--- config.mk ---
export PLATFORM = sky130hd
export DESIGN_NAME = iobank_bus_ctrl
export DESIGN_NICKNAME = d
export VERILOG_FILES = /design/src/rtl/iobus_pkg.sv /design/src/rtl/iobus_datapath.sv /design/src/rtl/iobus_ctrl.sv /design/src/rtl/iobank_bus_ctrl.sv
export SDC_FILE = /design/constraint.sdc
export NUM_CORES = 1
export LEC_CHECK = 0
export CELL_PAD_IN_SITES_DETAIL_PLACEMENT = 1
export CELL_PAD_IN_SITES_GLOBAL_PLACEMENT = 1
export CORE_ASPECT_RATIO = 0.75
export CORE_UTILIZATION = 44
export CTS_CLUSTER_SIZE = 14
export DETAILED_ROUTE_END_ITERATION = 6
export DONT_BUFFER_PORTS = 1
export PLACE_DENSITY = 0.81
export SLEW_MARGIN = 20
export SYNTH_ARGS = -nofsm -noshare
export SYNTH_HDL_FRONTEND = slang
export SYNTH_SLANG_ARGS = --single-unit
--- constraint.sdc ---
create_clock -name clk -period 7.05 [get_ports clk]
set_input_delay 1.41 -clock clk [delete_from_list [all_inputs] [get_ports clk]]
set_output_delay 1.41 -clock clk [all_outputs]
set_load 0.01 [all_outputs]
--- src/rtl/iobus_pkg.sv ---
package iobus_pkg;

  typedef enum logic [2:0] {
    PH_IDLE,
    PH_SETUP,
    PH_STROBE,
    PH_HOLD,
    PH_RESP
  } phase_t;

  // strobes from control to datapath
  typedef struct packed {
    logic       load;     // capture a new request
    logic       capture;  // sample bus read data this cycle
    logic [1:0] beat;     // current beat index
    logic       wide;     // bank is 16-bit
  } dpStrobe_t;

endpackage

--- src/rtl/iobus_datapath.sv ---
module iobus_datapath
  import iobus_pkg::*;
#(
  parameter int BUS_AW = 24
) (
  input  logic              clk,
  input  logic              rstN,
  input  dpStrobe_t         stb,
  input  logic [BUS_AW-1:2] reqWordAddr,
  input  logic [31:0]       reqWdata,
  input  logic [3:0]        reqBe,
  input  logic [15:0]       busDin,
  output logic [BUS_AW-1:0] busAddr,
  output logic [15:0]       busDout,
  output logic [1:0]        busBeN,
  output logic [31:0]       rspRdata
);

  logic [BUS_AW-1:2] addrQ;
  logic [31:0]       wdataQ;
  logic [3:0]        beQ;
  logic [31:0]       rdataQ;

  always_ff @(posedge clk or negedge rstN) begin
    if (!rstN) begin
      addrQ  <= '0;
      wdataQ <= '0;
      beQ    <= '0;
      rdataQ <= '0;
    end else if (stb.load) begin
      addrQ  <= reqWordAddr;
      wdataQ <= reqWdata;
      beQ    <= reqBe;
      rdataQ <= '0;
    end else if (stb.capture) begin
      if (stb.wide) rdataQ[16*stb.beat[0] +: 16] <= busDin;
      else          rdataQ[8*stb.beat +: 8]      <= busDin[7:0];
    end
  end

  always_comb begin
    if (stb.wide) begin
      busAddr = {addrQ, stb.beat[0], 1'b0};
      busDout = wdataQ[16*stb.beat[0] +: 16];
      busBeN  = ~beQ[2*stb.beat[0] +: 2];
    end else begin
      busAddr = {addrQ, stb.beat};
      busDout = {8'h00, wdataQ[8*stb.beat +: 8]};
      busBeN  = {1'b1, ~beQ[stb.beat]};
    end
  end

  assign rspRdata = rdataQ;

endmodule

--- src/rtl/iobus_ctrl.sv ---
module iobus_ctrl
  import iobus_pkg::*;
#(
  parameter int              NUM_BANKS = 2,
  parameter int              CNT_W     = 4,
  parameter int              TAG_W     = 6,
  parameter logic [TAG_W-1:0] IO_TAG   = 6'b001100
) (
  input  logic                       clk,
  input  logic                       rstN,
  input  logic                       reqValid,
  input  logic [TAG_W-1:0]           reqTag,
  input  logic                       reqBank,
  input  logic                       reqCs,
  input  logic                       reqWrite,
  input  logic [NUM_BANKS-1:0]       cfgWide16,
  input  logic [NUM_BANKS*CNT_W-1:0] cfgSetup,
  input  logic [NUM_BANKS*CNT_W-1:0] cfgStrobe,
  input  logic [NUM_BANKS*CNT_W-1:0] cfgHold,
  input  logic                       busWaitN,
  output logic [2*NUM_BANKS-1:0]     busCsN,
  output logic                       busRdN,
  output logic                       busWrN,
  output logic                       busDoe,
  output logic                       rspReady,
  output logic                       rspErr,
  output dpStrobe_t                  stb
);

  localparam int NUM_CS = 2 * NUM_BANKS;

  phase_t           phase;
  logic [CNT_W-1:0] cnt;
  logic [1:0]       beat;
  logic             bankQ, csQ, writeQ, errQ;

  logic             wide, lastBeat, active, strobeDone, beatEnd;
  logic [CNT_W-1:0] tSetup, tStrobe, tHold;

  assign wide    = cfgWide16[bankQ];
  assign tSetup  = cfgSetup[bankQ*CNT_W +: CNT_W];
  assign tStrobe = cfgStrobe[bankQ*CNT_W +: CNT_W];
  assign tHold   = cfgHold[bankQ*CNT_W +: CNT_W];

  assign lastBeat   = wide ? (beat == 2'd1) : (beat == 2'd3);
  assign active     = (phase == PH_SETUP) || (phase == PH_STROBE) || (phase == PH_HOLD);
  // strobe ends once the minimum is met and the device releases wait
  assign strobeDone = (phase == PH_STROBE) && (cnt >= tStrobe) && busWaitN;
  assign beatEnd    = (strobeDone && (tHold == '0)) ||
                      ((phase == PH_HOLD) && (cnt == tHold - CNT_W'(1)));

  always_ff @(posedge clk or negedge rstN) begin
    if (!rstN) begin
      phase  <= PH_IDLE;
      cnt    <= '0;
      beat   <= '0;
      bankQ  <= 1'b0;
      csQ    <= 1'b0;
      writeQ <= 1'b0;
      errQ   <= 1'b0;
    end else begin
      unique case (phase)
        PH_IDLE: if (reqValid) begin
          bankQ  <= reqBank;
          csQ    <= reqCs;
          writeQ <= reqWrite;
          beat   <= '0;
          cnt    <= '0;
          errQ   <= (reqTag != IO_TAG);
          phase  <= (reqTag == IO_TAG) ? PH_SETUP : PH_RESP;
        end
        PH_SETUP: begin
          if (cnt == tSetup) begin
            phase <= PH_STROBE;
            cnt   <= '0;
          end else cnt <= cnt + CNT_W'(1);
        end
        PH_STROBE, PH_HOLD: begin
          if (beatEnd) begin
            cnt <= '0;
            if (lastBeat) phase <= PH_RESP;
            else begin
              phase <= PH_SETUP;
              beat  <= beat + 2'd1;
            end
          end else if (strobeDone) begin
            phase <= PH_HOLD;
            cnt   <= '0;
          end else if (phase == PH_HOLD || cnt < tStrobe) begin
            cnt <= cnt + CNT_W'(1);
          end
        end
        PH_RESP: phase <= PH_IDLE;
        default: phase <= PH_IDLE;
      endcase
    end
  end

  generate
    for (genvar i = 0; i < NUM_CS; i++) begin : g_cs
      assign busCsN[i] = !(active && ({bankQ, csQ} == i[1:0]));
    end
  endgenerate

  assign busRdN   = !((phase == PH_STROBE) && !writeQ);
  assign busWrN   = !((phase == PH_STROBE) && writeQ);
  assign busDoe   = active && writeQ;
  assign rspReady = (phase == PH_RESP);
  assign rspErr   = (phase == PH_RESP) && errQ;

  assign stb.load    = (phase == PH_IDLE) && reqValid;
  assign stb.capture = strobeDone && !writeQ;
  assign stb.beat    = beat;
  assign stb.wide    = wide;

endmodule

--- src/rtl/iobank_bus_ctrl.sv ---
module iobank_bus_ctrl
  import iobus_pkg::*;
#(
  parameter int               BUS_AW = 24,
  parameter int               CNT_W  = 4,
  parameter logic [5:0]       IO_TAG = 6'b001100
) (
  input  logic                clk,
  input  logic                rstN,
  input  logic                reqValid,
  input  logic [31:0]         reqAddr,
  input  logic                reqWrite,
  input  logic [31:0]         reqWdata,
  input  logic [3:0]          reqBe,
  output logic                rspReady,
  output logic                rspErr,
  output logic [31:0]         rspRdata,
  input  logic [1:0]          cfgWide16,
  input  logic [2*CNT_W-1:0]  cfgSetup,
  input  logic [2*CNT_W-1:0]  cfgStrobe,
  input  logic [2*CNT_W-1:0]  cfgHold,
  output logic [3:0]          busCsN,
  output logic [BUS_AW-1:0]   busAddr,
  output logic                busRdN,
  output logic                busWrN,
  output logic [1:0]          busBeN,
  output logic                busDoe,
  output logic [15:0]         busDout,
  input  logic [15:0]         busDin,
  input  logic                busWaitN
);

  localparam int TAG_W = 6;

  dpStrobe_t stb;
  logic      unusedAddrLsb;
  assign unusedAddrLsb = ^reqAddr[1:0];

  iobus_ctrl #(
    .NUM_BANKS(2), .CNT_W(CNT_W), .TAG_W(TAG_W), .IO_TAG(IO_TAG)
  ) u_ctrl (
    .clk      (clk),
    .rstN     (rstN),
    .reqValid (reqValid),
    .reqTag   (reqAddr[31 -: TAG_W]),
    .reqBank  (reqAddr[25]),
    .reqCs    (reqAddr[24]),
    .reqWrite (reqWrite),
    .cfgWide16(cfgWide16),
    .cfgSetup (cfgSetup),
    .cfgStrobe(cfgStrobe),
    .cfgHold  (cfgHold),
    .busWaitN (busWaitN),
    .busCsN   (busCsN),
    .busRdN   (busRdN),
    .busWrN   (busWrN),
    .busDoe   (busDoe),
    .rspReady (rspReady),
    .rspErr   (rspErr),
    .stb      (stb)
  );

  iobus_datapath #(.BUS_AW(BUS_AW)) u_dp (
    .clk        (clk),
    .rstN       (rstN),
    .stb        (stb),
    .reqWordAddr(reqAddr[BUS_AW-1:2]),
    .reqWdata   (reqWdata),
    .reqBe      (reqBe),
    .busDin     (busDin),
    .busAddr    (busAddr),
    .busDout    (busDout),
    .busBeN     (busBeN),
    .rspRdata   (rspRdata)
  );

endmodule

==> results of run 1 <==
where the power goes:
| part | leakage (nW) | internal [mW] | switching (mW) |
|---|---|---|---|
| Clock | 0.148 | 0.284 | 0.236 |
| Combinational | 1.19 | 0.471 | 0.535 |
| Sequential | 1.27 | 0.844 | 0.307 |
worst min path at each step:
stage	cells after the start	slack, ns	to
4_1_cts	1	0.52	u_dp.wdataQ[19]
2_1_floorplan	1	0.48	u_dp.wdataQ[16]
5_1_grt	1	0.54	u_dp.wdataQ[16]
6_report	1	0.52	u_dp.wdataQ[22]
3_3_place_gp	1	0.49	u_dp.wdataQ[18]
3_5_place_dp	1	0.50	u_dp.beQ[3]
final cells by class:
type | count | area, µm² | share of cell area, %
timing repair buffer | 2 | 15.0 | 0.257
clock buffer | 9 | 225 | 3.85
clock inverter | 7 | 87.6 | 1.50
inverter | 24 | 90.1 | 1.54
tap | 162 | 203 | 3.46
multi-input combinational | 340 | 2650 | 45.3
antenna | 1 | 2.50 | 0.0428
sequential | 103 | 2580 | 44.0
Yosys cell counts, types with 2 or more instances:
library cell and number:
a21oi_1 18, a22oi_1 8, mux2i_1 36, a21oi_2 5, nor2_1 38, nor3_1 7
nand3b_1 2, dfrtp_1 103, nand2_1 37, nand2b_1 10, ha_1 11, clkbuf_1 13
or3_1 2, and2_1 3, mux2_2 79, o21ai_0 15, a222oi_1 8, a22o_1 9
o22ai_1 2, or4_1 2, xnor2_1 8, inv_1 24, o21bai_1 2, nor2b_1 3
buf_2 7, xor2_1 2, nand3_1 5, a21o_1 4, and3_1 10
metrics by stage:
| stage | utilization (%) | cells |
|---|---|---|
| final | 49.7 | 648 |
| after global routing | 49.6 | 647 |
| after floorplan | - | 489 |
| after detailed placement | 47.0 | 631 |
| after CTS | 49.6 | 647 |
| after global placement | 47.0 | 631 |
flip-flops by register name, indices dropped and copies added, names as in the netlist:
signal,cells
u_ctrl.csQ,1
u_ctrl.writeQ,1
u_ctrl.beat,2
u_dp.beQ,4
u_dp.wdataQ,32
u_dp.rspRdata,32
u_dp.addrQ,22
u_ctrl.phase,3
u_ctrl.errQ,1
u_ctrl.bankQ,1
u_ctrl.cnt,4
per-layer routing:
layer | vias up | global-route usage, % | wire (µm)
met1 | 1865 | 27.3 | 5840
met2 | 148 | 37.4 | 6610
met4 | 0 | 6.89 | 227
met5 | - | 0 | 0
li1 | 1732 | - | -
met3 | 21 | 9.32 | 1350
kinds of logic (layout without fill, tap and decap cells):
kind of cell	Yosys count	count (layout)	share of synthesized area (%)
AND/OR/NAND/NOR	124	124	10.9
XOR/XNOR	10	10	1.62
AO/OA/AOI/OAI	79	79	10.3
other	0	1	0
flip-flops	103	103	47.6
adder cells (fa/ha/maj)	11	11	2.54
multiplexers	116	116	23.5
buffers and inverters	46	42	3.42
==> flow_summary.toml, run 1 <==
[timing]
fin_crit_sh_pct = 73.0
timing.hold.ws_ns = 0.521
worst_pin_slew_ns = 1.06
setup_viol = 0
rsz0062_at_grt = "no"
maxSlewViolCount = 0
fin_ws_ns = 1.90
hold_viol_final = 0
max_freq_mhz = 194
tns_ns = 0
slew_headroom_pct = 29.2
fin_skew_ns = 0.00463
finalCriticalPeriod_ns = 5.15

[route]
vias = 3766
vias_per_cell = 5.81
wl_mm = 14.0
dr.pass1.iters = 5
drt_iter0_drc = 168
post-route-drc-count = 0
wl_per_cell_um = 21.6
detail-route-antenna-nets = 0

[die]
pin_count = 198
core_mm2 = 0.0118
start_util_pct = 45.9
die_h_um = 98.0
die_area_mm2 = 0.0128
die_w_um = 130
rows = 34

[cts]
cts-hold-fix-buffers = 0
cts_tree = "built"
root_buffer = "clkbuf_16"
clock_sink_count = 103
cts-buffers-inserted = 9
cts.clk_slew.worst_paths_ns = 0.07
clk_latency_ns = 0.34
clk_path_buf_depth = 2
cts_resized = 0
cts_setup_buffers = 0
h-tree-depth = 3

[logic_synthesis]
async_flop_share_pct = 100
yosys.area.top_type = "dfrtp_1"
syn_area_mm2 = 0.00541
netlist.area_leader.share_pct = 47.6
syn_avg_cell_area_um2 = 11.1
ys_types = 45
yosysWarnings = 0
synth-seq-cells = 103
synth_nets = 615
synthTopCellsByArea = "dfrtp_1 (48%), mux2_2 (16%), mux2i_1 (6.7%), nor2_1 (2.6%), nand2_1 (2.6%)"
synth_cells = 489
synth_edf_count = 0
ys_seq_area_share_pct = 47.6
synth_ff_type = "dfrtp_1"

[critical_path]
r2r-start = "u_ctrl.bankQ"
r2r_slack_ns = 3.54
critical-path-top-delay-family = "compound AO/OA/AOI/OAI gates"
crit_fanout = 32
crit_type = "flip-flop to output pin"
crit_slowest_cell = "dfrtp_1"
rr_endpoint = "u_dp.rspRdata[29]"
worstPathArrival_ns = 3.74
cp-startpoint = "u_ctrl.bankQ"
crit_chain = "mux2i_4, nand2_1, a21oi_1, a222oi_1, o21ai_0"
crit_buf_inv = 0
cp.required_ns = 5.64
setup.worst_path.end = "busDout[2]"
end_kind = "output pin"
worst_setup_path_start_kind = "flip-flop"
reg2reg_depth = 5
cp_num_cells = 5
max_stage_delay_ns = 1.01

[global_routing]
antenna_found_initial = 1
grt_pass1_vias = 4132
overflow = 0
gr-usage-all-layers_pct = 22.8
grt_pass1_wl_mm = 22.1
grt_max_degree = 104

[place]
routabilityCongestion = 0.785
placed_area_mm2 = 0.00554
dp.final_hpwl_mm = 10.5
pre_cts_ws_ns = 2.09
port_buffers = 0

[layout]
syn_to_final_growth_pct = 8.14
mostFrequentLayoutCell = "dfrtp_1"
final_area_mm2 = 0.00585
nets = 606
n_fill_cell = 1273
final_cell_mix = "dfrtp_1 (103), mux2_2 (79), nor2_1 (38)"
drive_above_1_share_pct = 22.1

[hold_path]
hp-class = "flip-flop to flip-flop"
min_from = "u_dp.wdataQ[22]"

[power]
power_density_mw_per_mm2 = 457
ir_drop_mv = 0.244
power_mw = 2.68
p_leak_nw = 2.61

[flow_run]
drv_cap = 0

[status]
status = "complete, no violations"
Note: power is estimated with default switching activity, not from simulation.
==> run 2, diff against run 1 <==
- PLACE_DENSITY: 0.81 -> 0.83
- clock period: 7.05 -> 4.4 ns (I/O delays scaled with it)
==> flow_summary.toml, run 2 (synthesis results as in run 1) <==
[timing]
setup_viol = 0
max_freq_mhz = 266
fin_ws_ns = 0.640
fin_skew_ns = 0.00639
rsz0062_at_grt = "no"
worst_pin_slew_ns = 0.929
maxSlewViolCount = 0
hold_viol_final = 0
timing.hold.ws_ns = 0.225
finalCriticalPeriod_ns = 3.76
fin_crit_sh_pct = 85.5
slew_headroom_pct = 37.6
tns_ns = 0

[power]
p_leak_nw = 2.62
ir_drop_mv = 0.306
power_density_mw_per_mm2 = 720

[die]
start_util_pct = 45.9
pin_count = 198
core_mm2 = 0.0118
die_area_mm2 = 0.0128
die_w_um = 130
rows = 34
die_h_um = 98.0

[route]
wl_per_cell_um = 20.9
detail-route-antenna-nets = 0
drt_iter0_drc = 136
dr.pass1.iters = 4
post-route-drc-count = 0
vias = 3783
wl_mm = 13.6
vias_per_cell = 5.81

[cts]
clk_path_buf_depth = 2
cts_tree = "built"
cts-hold-fix-buffers = 0
cts_setup_buffers = 0
cts.clk_slew.worst_paths_ns = 0.08
cts_resized = 0
clock_sink_count = 103
root_buffer = "clkbuf_16"
clk_latency_ns = 0.34
h-tree-depth = 3
cts-buffers-inserted = 9

[place]
port_buffers = 0
routabilityCongestion = 0.792
dp.final_hpwl_mm = 9.98
pre_cts_ws_ns = 0.855
placed_area_mm2 = 0.00556

[layout]
antennaDiodeCount = 0
nets = 610
sequential_cell_area_mm2 = 0.00258
syn_to_final_growth_pct = 8.58
mostFrequentLayoutCell = "dfrtp_1"
final_cell_mix = "dfrtp_1 (103), mux2_2 (79), nor2_1 (38)"
final_area_mm2 = 0.00588
drive_above_1_share_pct = 22.7
n_fill_cell = 1269
multi_input_comb_area_mm2 = 0.00265
final_util_pct = 49.9

[critical_path]
r2r_slack_ns = 1.33
worst_setup_path_start_kind = "flip-flop"
cp.required_ns = 3.52
crit_fanout = 22
end_kind = "output pin"
worstPathArrival_ns = 2.88
crit_type = "flip-flop to output pin"

[hold_path]
hp-class = "primary input to async pin"

[flow_run]
drv_cap = 0

[global_routing]
antenna_found_initial = 0
grt_max_degree = 104
grt_pass1_wl_mm = 21.6
grt_pass1_vias = 4087
overflow = 0
gr-usage-all-layers_pct = 21.9

[status]
status = "complete, no violations"
-- run 2: routing by layer --
metal	track usage, %	up-vias	part of all wire (%)	wire (µm)
li1	-	1731	-	-
met5	0	-	0	0
met2	36.5	130	49	6700
met3	7.40	7	8.4	1140
met4	4.38	0	0.69	94
met1	27.5	1915	42	5650
-- run 2: report_power, final --
| part | total (mW) | switching [mW] | internal (mW) | leakage, nW |
|---|---|---|---|---|
| clock network | 0.779 | 0.383 | 0.396 | 0.140 |
| logic | 1.65 | 0.886 | 0.769 | 1.22 |
| registers | 1.80 | 0.442 | 1.35 | 1.27 |
-- run 2: final cells by class --
| type | count | area share [%] |
|---|---|---|
| timing repair buffer | 6 | 1.11 |
| sequential | 103 | 43.9 |
| multi-input combinational | 340 | 45.1 |
| tap | 162 | 3.45 |
| inverter | 24 | 1.53 |
| clock buffer | 9 | 3.83 |
| clock inverter | 7 | 1.09 |
-- run 2: worst paths after layout --
kind	start	to	cells past startpoint
setup / recovery	u_ctrl.bankQ	busDout[3]	6
hold / removal	rstN	u_dp.rspRdata[11]	0
setup reg to reg	u_ctrl.beat[0]	u_dp.rspRdata[28]	8
hold reg to reg	u_dp.wdataQ[22]	u_dp.wdataQ[22]	1
max in group asynchronous	rstN	u_dp.addrQ[2]	0
min in group clk	u_dp.wdataQ[22]	u_dp.wdataQ[22]	1
-- run 2: through the flow --
step | cells | total power, mW
floorplan | 489 | 3.05
global placement | 634 | 3.36
detailed placement | 634 | 3.48
CTS | 650 | 4.27
global route | 651 | 4.54
finish | 651 | 4.23
-- run 2: critical path, cell delays in order, from the launching register on --
cell and delay (ns):
dfrtp_1 0.33, buf_4 0.29, mux2i_4 0.53, nand2_1 0.16, a21oi_1 0.74, a222oi_1 0.25, o21ai_0 0.23
==> run 3, diff against run 2 <==
- CORE_MARGIN: not set -> 2
==> flow_summary.toml, run 3 (synthesis results as in run 1) <==
[status]
status = "complete, no violations"

[layout]
nets = 609
mostFrequentLayoutCell = "dfrtp_1"
syn_to_final_growth_pct = 8.25
drive_above_1_share_pct = 22.5
final_cell_mix = "dfrtp_1 (103), mux2_2 (79), nor2_1 (38)"
antennaDiodeCount = 0

[timing]
fin_ws_ns = 0.751
slew_headroom_pct = 29.5
rsz0062_at_grt = "no"
tns_ns = 0
fin_crit_sh_pct = 82.9
setup_viol = 0
finalCriticalPeriod_ns = 3.65
worst_pin_slew_ns = 1.06
hold_viol_final = 0
max_freq_mhz = 274
maxSlewViolCount = 0
fin_skew_ns = 0.00670

[global_routing]
grt_pass1_vias = 4244
antenna_found_initial = 0
gr-usage-all-layers_pct = 22.1
overflow = 0
grt_max_degree = 104
grt_pass1_wl_mm = 22.9

[cts]
h-tree-depth = 3
cts-hold-fix-buffers = 0
clock_sink_count = 103
cts-buffers-inserted = 9
clk_path_buf_depth = 2
cts.clk_slew.worst_paths_ns = 0.08
root_buffer = "clkbuf_16"
cts_tree = "built"
cts_resized = 0
clk_latency_ns = 0.34
cts_setup_buffers = 0

[die]
start_util_pct = 44.6
die_h_um = 100
die_area_mm2 = 0.0132
core_mm2 = 0.0121
die_w_um = 132
rows = 35
pin_count = 198

[place]
port_buffers = 0
pre_cts_ws_ns = 0.978
dp.final_hpwl_mm = 10.6
routabilityCongestion = 0.798

[hold_path]
hp-class = "primary input to async pin"

[route]
vias_per_cell = 5.87
wl_mm = 14.2
detail-route-antenna-nets = 0
drt_iter0_drc = 183
vias = 3836
post-route-drc-count = 0
dr.pass1.iters = 6
wl_per_cell_um = 21.6

[critical_path]
end_kind = "output pin"
cp.required_ns = 3.52
crit_type = "flip-flop to output pin"
worstPathArrival_ns = 2.77
worst_setup_path_start_kind = "flip-flop"
crit_fanout = 22

[power]
power_density_mw_per_mm2 = 724
ir_drop_mv = 0.330
p_leak_nw = 2.61

[flow_run]
drv_cap = 0
==> run 3: changes by cell type in the layout (fill, tap and decap cells not counted), sizes merged <==
cell / previous run / this run
clkinv: 2 / 4
clkbuf: 9 / 10
inv: 28 / 25
buf: 6 / 5
==> run 3: cell type report <==
class / instances / area (µm²)
inverter: 24 / 90.1
tap: 166 / 208
clock inverter: 6 / 55.1
timing repair buffer: 5 / 37.5
sequential: 103 / 2580
fill: 1319 / 6270
clock buffer: 10 / 239
multi-input combinational: 340 / 2650
==> run 3: stage by stage <==
step	power [mW]	cells	util [%]	instance area, µm²	hold slack, ns
2_1_floorplan	3.05	489	-	5410	0.480
3_3_place_gp	3.36	638	45.9	5560	0.490
3_5_place_dp	3.50	638	45.9	5560	0.502
4_1_cts	4.30	654	48.3	5860	0.209
5_1_grt	4.56	654	48.3	5860	0.197
6_report	4.24	654	48.3	5860	0.223
==> run 3: routing by layer <==
| layer | vias to the layer above | wire [µm] | global-route usage, % |
|---|---|---|---|
| met5 | - | 0 | 0 |
| met4 | 0 | 197 | 5.52 |
| met3 | 21 | 1290 | 8.28 |
| met2 | 162 | 6860 | 37.6 |
| met1 | 1921 | 5820 | 26.7 |
| li1 | 1732 | - | - |
==> run 3: critical path, cell delays in order, from the launching register on <==
cell,delay [ns]
dfrtp_1,0.37
buf_4,0.23
mux2i_4,0.22
buf_4,0.19
nand2b_1,0.26
a21oi_1,0.67
a222oi_1,0.25
o21ai_0,0.22
==> run 3: worst paths after layout <==
check,from,endpoint,slack [ns],cells after the start
max,u_ctrl.bankQ,busDout[3],0.75,7
min,rstN,u_dp.rspRdata[25],0.22,0
max reg2reg,u_ctrl.bankQ,u_ctrl.cnt[2],1.41,9
min reg2reg,u_dp.wdataQ[18],u_dp.wdataQ[18],0.52,1
max in group asynchronous,rstN,u_ctrl.cnt[2],4.00,0
min in group clk,u_dp.wdataQ[18],u_dp.wdataQ[18],0.52,1
==> run 3: report_power, final <==
| group | leakage [nW] | switching, mW | internal (mW) | total [mW] |
|---|---|---|---|---|
| registers | 1.27 | 0.436 | 1.35 | 1.79 |
| clock network | 0.142 | 0.372 | 0.408 | 0.780 |
| logic | 1.21 | 0.908 | 0.764 | 1.67 |
